[src/rtl/wdt_pkg.sv]
package wdt_pkg;
  // Time-out in milliseconds for a multiplier and a base select.
  function automatic int unsigned timeout_ms(input logic [2:0] mult,
                                             input logic long_sel,
                                             input int unsigned base_short,
                                             input int unsigned base_long);
    int unsigned base;
    base = long_sel ? base_long : base_short;
    return int'(mult) * base;
  endfunction

  // Selects the source of the safe frequency code.
  function automatic logic [2:0] pick_safe(input logic from_reg,
                                           input logic [2:0] reg_code,
                                           input logic [2:0] strap_code);
    return from_reg ? reg_code : strap_code;
  endfunction
endpackage

[src/rtl/wdt_prescaler.sv]
module wdt_prescaler #(
  parameter int unsigned DIV = 14318,
  parameter int unsigned PW  = 14
) (
  input  logic clk,
  input  logic rst_n,
  input  logic clr,
  input  logic tick_en,
  output logic ms_tick
);
  logic [PW-1:0] cnt_q;
  logic          last;

  assign last    = (cnt_q == PW'(DIV - 1));
  assign ms_tick = tick_en && last;

  always_ff @(posedge clk or negedge rst_n) begin
    if (!rst_n)       cnt_q <= '0;
    else if (clr)     cnt_q <= '0;
    else if (tick_en) cnt_q <= last ? '0 : cnt_q + 1'b1;
  end
endmodule

[src/rtl/wdt_timeout.sv]
module wdt_timeout #(
  parameter int unsigned CW = 13
) (
  input  logic          clk,
  input  logic          rst_n,
  input  logic          clr,
  input  logic          ms_tick,
  input  logic [CW-1:0] limit_ms,
  output logic          expire
);
  logic [CW-1:0] elapsed_q;
  logic [CW:0]   next_ms;

  assign next_ms = {1'b0, elapsed_q} + 1'b1;
  assign expire  = ms_tick && !clr && (limit_ms != '0) &&
                   (next_ms >= {1'b0, limit_ms});

  always_ff @(posedge clk or negedge rst_n) begin
    if (!rst_n)       elapsed_q <= '0;
    else if (clr)     elapsed_q <= '0;
    else if (expire)  elapsed_q <= '0;
    else if (ms_tick) elapsed_q <= next_ms[CW-1:0];
  end
endmodule

[src/rtl/wdt_alarm.sv]
module wdt_alarm (
  input  logic       clk,
  input  logic       rst_n,
  input  logic       expire,
  input  logic       hard_en,
  input  logic       soft_en,
  input  logic [2:0] safe_code,
  input  logic [2:0] fsel,
  output logic       hard_stat,
  output logic       soft_stat,
  output logic       alarm,
  output logic       locked,
  output logic [2:0] fsel_eff
);
  logic [2:0] safe_q;
  logic       take_over;

  assign take_over = expire && hard_en && !locked;
  assign fsel_eff  = locked ? safe_q : fsel;

  always_ff @(posedge clk or negedge rst_n) begin
    if (!rst_n) begin
      hard_stat <= 1'b0;
      soft_stat <= 1'b0;
      alarm     <= 1'b0;
      locked    <= 1'b0;
      safe_q    <= '0;
    end else begin
      alarm     <= expire;
      hard_stat <= hard_en && (hard_stat || expire);
      soft_stat <= soft_en && (soft_stat || expire);
      if (take_over) begin
        locked <= 1'b1;
        safe_q <= safe_code;
      end
    end
  end
endmodule

[src/rtl/clkgen_watchdog.sv]
module clkgen_watchdog #(
  parameter int unsigned CLK_PER_MS    = 14318,
  parameter int unsigned BASE_SHORT_MS = 290,
  parameter int unsigned BASE_LONG_MS  = 1160
) (
  input  logic       clk,
  input  logic       rst_n,
  input  logic       tick_en_i,
  input  logic       svc_i,
  input  logic       fsel_wr_i,
  input  logic [2:0] fsel_i,
  input  logic [2:0] strap_fs_i,
  input  logic       hard_en_i,
  input  logic       soft_en_i,
  input  logic       long_base_i,
  input  logic [2:0] mult_i,
  input  logic       safe_src_i,
  input  logic [2:0] safe_code_i,
  output logic       hard_stat_o,
  output logic       soft_stat_o,
  output logic       alarm_o,
  output logic [2:0] fsel_eff_o
);
  import wdt_pkg::*;

  localparam int unsigned MAX_BASE = (BASE_LONG_MS > BASE_SHORT_MS) ? BASE_LONG_MS : BASE_SHORT_MS;
  localparam int unsigned MAX_MS   = 7 * MAX_BASE;
  localparam int unsigned CW       = $clog2(MAX_MS + 1);
  localparam int unsigned PW       = (CLK_PER_MS > 1) ? $clog2(CLK_PER_MS) : 1;

  // Named internal events, visible to the checker.
  logic          armed;
  logic          restart;
  logic          ms_tick;
  logic          expire;
  logic          locked;
  logic [CW-1:0] limit_ms;
  logic [2:0]    safe_code;

  assign armed     = hard_en_i || soft_en_i;
  assign restart   = svc_i || fsel_wr_i || !armed;
  assign limit_ms  = CW'(timeout_ms(mult_i, long_base_i, BASE_SHORT_MS, BASE_LONG_MS));
  assign safe_code = pick_safe(safe_src_i, safe_code_i, strap_fs_i);

  wdt_prescaler #(.DIV(CLK_PER_MS), .PW(PW)) u_pre (
    .clk(clk), .rst_n(rst_n), .clr(restart), .tick_en(tick_en_i), .ms_tick(ms_tick)
  );

  wdt_timeout #(.CW(CW)) u_tmo (
    .clk(clk), .rst_n(rst_n), .clr(restart), .ms_tick(ms_tick),
    .limit_ms(limit_ms), .expire(expire)
  );

  wdt_alarm u_alm (
    .clk(clk), .rst_n(rst_n), .expire(expire), .hard_en(hard_en_i),
    .soft_en(soft_en_i), .safe_code(safe_code), .fsel(fsel_i),
    .hard_stat(hard_stat_o), .soft_stat(soft_stat_o), .alarm(alarm_o),
    .locked(locked), .fsel_eff(fsel_eff_o)
  );
endmodule

[config.mk]
export PLATFORM = sky130hd
export DESIGN_NAME = clkgen_watchdog
export DESIGN_NICKNAME = d
export VERILOG_FILES = /design/src/rtl/wdt_pkg.sv /design/src/rtl/wdt_prescaler.sv /design/src/rtl/wdt_timeout.sv /design/src/rtl/wdt_alarm.sv /design/src/rtl/clkgen_watchdog.sv
export SDC_FILE = /design/constraint.sdc
export NUM_CORES = 1
export LEC_CHECK = 0
export BUFFER_PORTS_ARGS = -buffer_cell sky130_fd_sc_hd__clkbuf_2
export CAP_MARGIN = 20
export CORE_MARGIN = 2
export CORE_UTILIZATION = 42
export CTS_BUF_LIST = sky130_fd_sc_hd__clkbuf_4
export DETAILED_ROUTE_END_ITERATION = 8
export GPL_TIMING_DRIVEN = 0
export PLACE_DENSITY_LB_ADDON = 0.3
export SYNTH_ARGS = -nofsm -noshare
export SYNTH_HDL_FRONTEND = slang
export SYNTH_SLANG_ARGS = --single-unit
[constraint.sdc]
create_clock -name clk -period 3.4 [get_ports clk]
set_input_delay 0.68 -clock clk [delete_from_list [all_inputs] [get_ports clk]]
set_output_delay 0.68 -clock clk [all_outputs]
set_load 0.02 [all_outputs]
==> impl_results.md, run 1 <==
- Status: completed
- CTS tree: done
- Final #Nets: 313
- H-tree depth: 2
- Area of the core: 5410 um2
- Largest net degree at the start of global routing: 35
- Wire per inst: 13.0 um
- Antenna violations before repair: 0
- Worst skew pair latency: 330 ps
- CTS clk-pin slew, worst paths: 100 ps
- Die width: 78.3 um
- Crit Reg-Reg Endpoint: u_alm.safe_q[0]$_DFFE_PN0P_
- Compound-Gate Fraction of Synth Area: 0.142
- Fillers: 510
- Post-Synth Simple-Gate Area: 0.215
- Worst Setup SP: long_base_i
- Worst setup path endpoint: u_alm.safe_q[0]$_DFFE_PN0P_
- Largest cells by area after synthesis: dfrtp_1 37%, ha_1 9.7%, xnor2_1 4.5%
- Synth async-reset ratio: 1.00
- Gpl congestion: 0.760
- Ys flop type: dfrtp_1
- Worst-margin pin slew: 827 ps
- Adder-cell share of the synthesized area: 0.0972
- Syn Inst Count: 239
- Vias in the first global route: 1819
- Fmax achieved: 312 MHz
- Longest Clk Path Bufs: 2
- Post-synth top cells: 34 x dfrtp_1, 20 x nand2_1, 18 x ha_1, 15 x nand3_1, 14 x nor2_1
- Slew Viols, Final: 0
- TritonCTS buffer count: 5
- Crit path DAT: 3430 ps
- Post-synth EDFFs: 0
- Area delta synth->final: 14.0%
- Synth cell types: 41
- Fin crit share: 0.943
- Reg2reg start: u_tmo.elapsed_q[2]$_DFFE_PN0P_
- Tmin final: 3210 ps
- Xor/xnor cell area share of the yosys netlist: 0.0832
- HP Class: in2async
- Die ar.: 6120 um2
- Leakage: 0.00126 uW
- Total grt overflow: 0
- Largest family of logic cells by synthesized area: simple AND/OR/NAND/NOR gates
- Remaining antenna violation count: 0
- DR iter-0 viols: 112
- MaxCap Viol Count: 0
- Mux cell area share after synthesis: 0.0686
- Critical Path Fanout Max: 10
- Reg-to-reg setup timing slack: 240 ps
- Initial Util: 0.428
- RSZ-0062 raised after global routing: false
- Syn_area_per_cell: 9.69 um2
- Setup Viol. Count Final: 0
- P per Cell Area: 301 nW/um2
- Biggest area consumer among synthesized cells: dfrtp_1
- Synth top area share: 0.367
- Drt pass-1 iters: 4
- Vias/cell: 5.33
- Share of cells above drive strength 1: 0.196
- I/O pins: 27
- PortBufs: 24
- Clk root buf: clkbuf_4
- Seq cells post-synth: 34
- Final Util: 0.489
- Ys Warns: 0
- Post-detail-place hpwl: 3430 um
- Synthesized cell area: 2320 um2
- Num Clock Sinks: 34
- Gr usage total: 0.165
- Final Hold Fails: 0
- Max VDD drop: 238 uV
- Worst Reg-to-Reg Cells: 12
- Startpoint class of the critical path: input port
- Vias: 1851
- DIE HEIGHT: 78.3 um
- DRC Markers: 0
- Final WL: 4530 um
- Setup Crit Path Kind: in2reg
- Row count: 27
- Skew final: 6.17 ps
- Total power: 796 uW
- Setup crit end kind: flip-flop
- Sequential area share after synthesis: 0.367
- Max_slew headroom: 0.449
- Ant. Diodes: 0
- Total Neg Setup Slack: 0 ps
- First-pass GRT wire length: 8200 um
- Top-count cell post-synth: dfrtp_1
- Worst endpoint required time: 3620 ps
-- metal layers --
layer  track usage  vias up  part of all wire
li1              -      933                 -
met1         0.234      871              0.51
met2         0.261       42              0.44
met3        0.0276        5             0.040
met4        0.0474        0             0.015
met5             0        -                 0
-- registers in the layout, summed over array words and instances, names as in the netlist --
signal	flops
u_alm.soft_stat	1
u_tmo.elapsed_q	13
u_alm.locked	1
u_alm.alarm	1
u_pre.cnt_q	14
u_alm.safe_q	3
u_alm.hard_stat	1
-- through the flow --
| stage | instance area, um2 | worst slack, ps | cells | hold WS, ps |
|---|---|---|---|---|
| after floorplan | 2320 | 3.80 | 241 | 384 |
| after global placement | 2530 | -383 | 337 | 494 |
| after detailed placement | 2530 | -376 | 337 | 489 |
| after CTS | 2630 | 52.8 | 347 | 452 |
| after global routing | 2640 | 1.05 | 347 | 485 |
| final | 2640 | 193 | 347 | 428 |
-- worst max-delay path, cell delays in order --
cell and delay [ps]:
buf_6 120, mux2i_4 260, inv_1 70, ha_1 370, a311o_1 330, nand2_1 90, ha_1 130, nand3_1 100
nor2_1 110, o21ai_0 110, a41oi_2 210, or4b_4 540, mux2_4 310
-- area by class of cell --
class                   count  area [um2]  area share
inverters                   9        33.8      0.0128
repair buffers             26         135      0.0512
multi-input cells         194        1430       0.541
clock buffers               5        37.5      0.0142
plain buffers               4        25.0     0.00947
clock inverters             3        40.0      0.0152
well taps                  72        90.1      0.0341
flip-flops and latches     34         852       0.323
-- kinds of logic (layout without fill, tap and decap cells) --
logic type                 count (synthesis)  in the layout
and+or+nand+nor                           93             93
AOI/OAI and AO/OA                         45             45
DFF                                       34             34
xor gates and xnor gates                  22             22
adders and majority gates                 18             18
muxes                                     13             13
buffers and inverters                     13             47
other                                      1              3
-- where the power goes --
part           switching, uW  internal, uW
Sequential             0.713           405
Combinational           59.9          42.1
Clock                    136           152
-- worst min-delay path by stage --
stage	startpoint	cells past startpoint	end	slack, ps
floorplan	rst_n	0	u_alm.alarm$_DFF_PN0_	380
global placement	u_alm.safe_q[2]$_DFFE_PN0P_	1	u_alm.safe_q[2]$_DFFE_PN0P_	490
detailed placement	u_alm.safe_q[0]$_DFFE_PN0P_	1	u_alm.safe_q[0]$_DFFE_PN0P_	490
CTS	rst_n	1	u_tmo.elapsed_q[1]$_DFFE_PN0P_	450
global route	rst_n	1	u_pre.cnt_q[1]$_DFFE_PN0P_	490
finish	rst_n	1	u_alm.safe_q[2]$_DFFE_PN0P_	430
-- cell usage in the layout, fill, tap and decap left out, types with 9 or more instances in the layout --
master    count
o21ai_0       9
clkbuf_2     25
dfrtp_1      33
a22o_1       10
ha_1         18
xnor2_1      12
inv_1         9
xor2_1       10
nor2_1       14
nand3_1      15
nand2_1      20
-- timing repair --
action / CTS / global route
endpoints found under the setup margin: 3 / 16
hold buffers: 0 / 0
cloned: 0 / 0
resized for setup: 0 / 5
pin swaps: 1 / 1
buffers inserted: 2 / 0
Note: power is estimated with default switching activity, not from simulation.
==> inputs of run 2 (changes only) <==
==> constraint.sdc (replaced) <==
create_clock -name clk -period 3.5 [get_ports clk]
set_input_delay 0.7 -clock clk [delete_from_list [all_inputs] [get_ports clk]]
set_output_delay 0.7 -clock clk [all_outputs]
set_load 0.02 [all_outputs]
==> impl_results.md, run 2 (synthesis results as in run 1) <==
- P per Cell Area: 291 nW/um2
- Crit Reg-Reg Endpoint: u_alm.safe_q[1]$_DFFE_PN0P_
- Worst Reg-to-Reg Cells: 12
- Ant. Diodes: 0
- Setup Crit Path Kind: in2reg
- GRT met2 Usage: 0.259
- Share of cells above drive strength 1: 0.209
- Die width: 78.3 um
- Crit path DAT: 3540 ps
- Remaining antenna violation count: 0
- Post-detail-place hpwl: 3430 um
- Worst skew pair latency: 330 ps
- Row count: 27
- GR Util met1: 0.231
- Leakage: 0.00127 uW
- Global route hottest layer: met2
- Max reg flops: 14
- Setup Viol. Count Final: 0
- Final WL: 4570 um
- Largest net degree at the start of global routing: 35
- PortBufs: 24
- Slew Viols, Final: 0
- DIE HEIGHT: 78.3 um
- Routing usage on met3: 0.0276
- Total grt overflow: 0
- Critical Path Fanout Max: 10
- Skew final: 5.37 ps
- Initial Util: 0.428
- CTS clk-pin slew, worst paths: 100 ps
- Placed Area: 2530 um2
- Startpoint class of the critical path: input port
- Area delta synth->final: 15.6%
- Reg2reg start: u_tmo.elapsed_q[2]$_DFFE_PN0P_
- DRC Markers: 0
- Total power: 778 uW
- Longest Clk Path Bufs: 2
- Area of the core: 5410 um2
- Vias in the first global route: 1809
- First-pass GRT wire length: 8140 um
- Wire per inst: 13.1 um
- Final Hold Fails: 0
- Fin crit share: 0.948
- RSZ-0062 raised after global routing: false
- Max VDD drop: 231 uV
- TritonCTS buffer count: 5
- MaxCap Viol Count: 0
- Final #Nets: 316
- Setup crit end kind: flip-flop
- Reg-to-reg setup timing slack: 250 ps
- Most frequent cells in the layout: 33 x dfrtp_1, 24 x clkbuf_2, 20 x nand2_1
- Drt pass-1 iters: 4
- Status: completed
- I/O pins: 27
- Tmin final: 3320 ps
- Fillers: 513
- Final instance area: 2680 um2
- Top reg by flops: u_pre.cnt_q
- Max_slew headroom: 0.453
- Vias: 1877
- Most common cell after layout, fill and taps aside: dfrtp_1
- Worst-margin pin slew: 820 ps
- Gr usage total: 0.164
- Min Hold Slack: 446 ps
- Antenna violations before repair: 0
- Clk root buf: clkbuf_4
- Regs by FF count: u_pre.cnt_q x14, u_tmo.elapsed_q x13, u_alm.safe_q x3
- Vias/cell: 5.36
- HP Class: in2async
- H-tree depth: 2
- Worst endpoint required time: 3730 ps
- Gpl congestion: 0.760
- Num Clock Sinks: 34
- Fmax achieved: 301 MHz
- DR iter-0 viols: 130
- CTS tree: done
- Die ar.: 6120 um2
[run 2: changes by cell type in the layout (fill, tap and decap cells not counted), sizes merged]
cell	change
buf	+3
[run 2: stage by stage]
step	instances	setup TNS (ps)	worst slack, ps	utilization
4_1_cts	345	0	40.3	0.483
6_report	350	0	182	0.495
5_1_grt	350	0	12.8	0.495
2_1_floorplan	241	0	83.8	-
3_3_place_gp	337	-1980	-303	0.469
3_5_place_dp	337	-2160	-296	0.469
[run 2: critical path: stages]
cell	delay (ps)
buf_6	120
mux2i_4	250
inv_1	100
ha_4	270
a311o_1	310
nand2_1	90
ha_1	130
nand3_1	90
nor2_1	110
o21ai_0	110
a41oi_2	380
or4b_4	560
mux2_4	320
[run 2: worst max-delay path by stage]
| stage | from | endpoint | slack (ps) | cells after the start |
|---|---|---|---|---|
| 5_1_grt | u_tmo.elapsed_q[2]$_DFFE_PN0P_ | u_alm.safe_q[1]$_DFFE_PN0P_ | 10 | 12 |
| 3_5_place_dp | long_base_i | u_alm.safe_q[1]$_DFFE_PN0P_ | -300 | 13 |
| 2_1_floorplan | long_base_i | u_alm.safe_q[0]$_DFFE_PN0P_ | 80 | 12 |
| 6_report | long_base_i | u_alm.safe_q[1]$_DFFE_PN0P_ | 180 | 13 |
| 4_1_cts | long_base_i | u_alm.safe_q[1]$_DFFE_PN0P_ | 40 | 13 |
| 3_3_place_gp | long_base_i | u_alm.safe_q[1]$_DFFE_PN0P_ | -300 | 13 |
[run 2: layout make-up]
type	count	area [um2]	share of cell area
Timing Repair Buffer	29	158	0.0589
Clock inverter	3	40.0	0.0150
Sequential cell	34	852	0.318
Multi-Input combinational cell	194	1440	0.539
Clock buffer	5	37.5	0.0140
Tap cell	72	90.1	0.0337
Buffer	4	23.8	0.00888
Inverter	9	33.8	0.0126
[run 2: power breakdown]
part / internal [uW] / switching, uW / leakage, uW
Combinational: 43.9 / 59.4 / 0.000755
Sequential: 393 / 0.693 / 0.000473
Clock: 148 / 133 / 0.0000450
Total: 585 / 193 / 0.00127
[run 2: per-layer routing]
metal	part of all wire	wire (um)
met5	0	0
met4	0.014	66
met1	0.51	2350
met2	0.44	2010
met3	0.031	140
[run 2: repair_timing]
| action | CTS | global route |
|---|---|---|
| setup buffers | 0 | 5 |
| hold buffers | 0 | 0 |
| endpoints found under the setup margin | 0 | 13 |
| resized for setup | 0 | 6 |
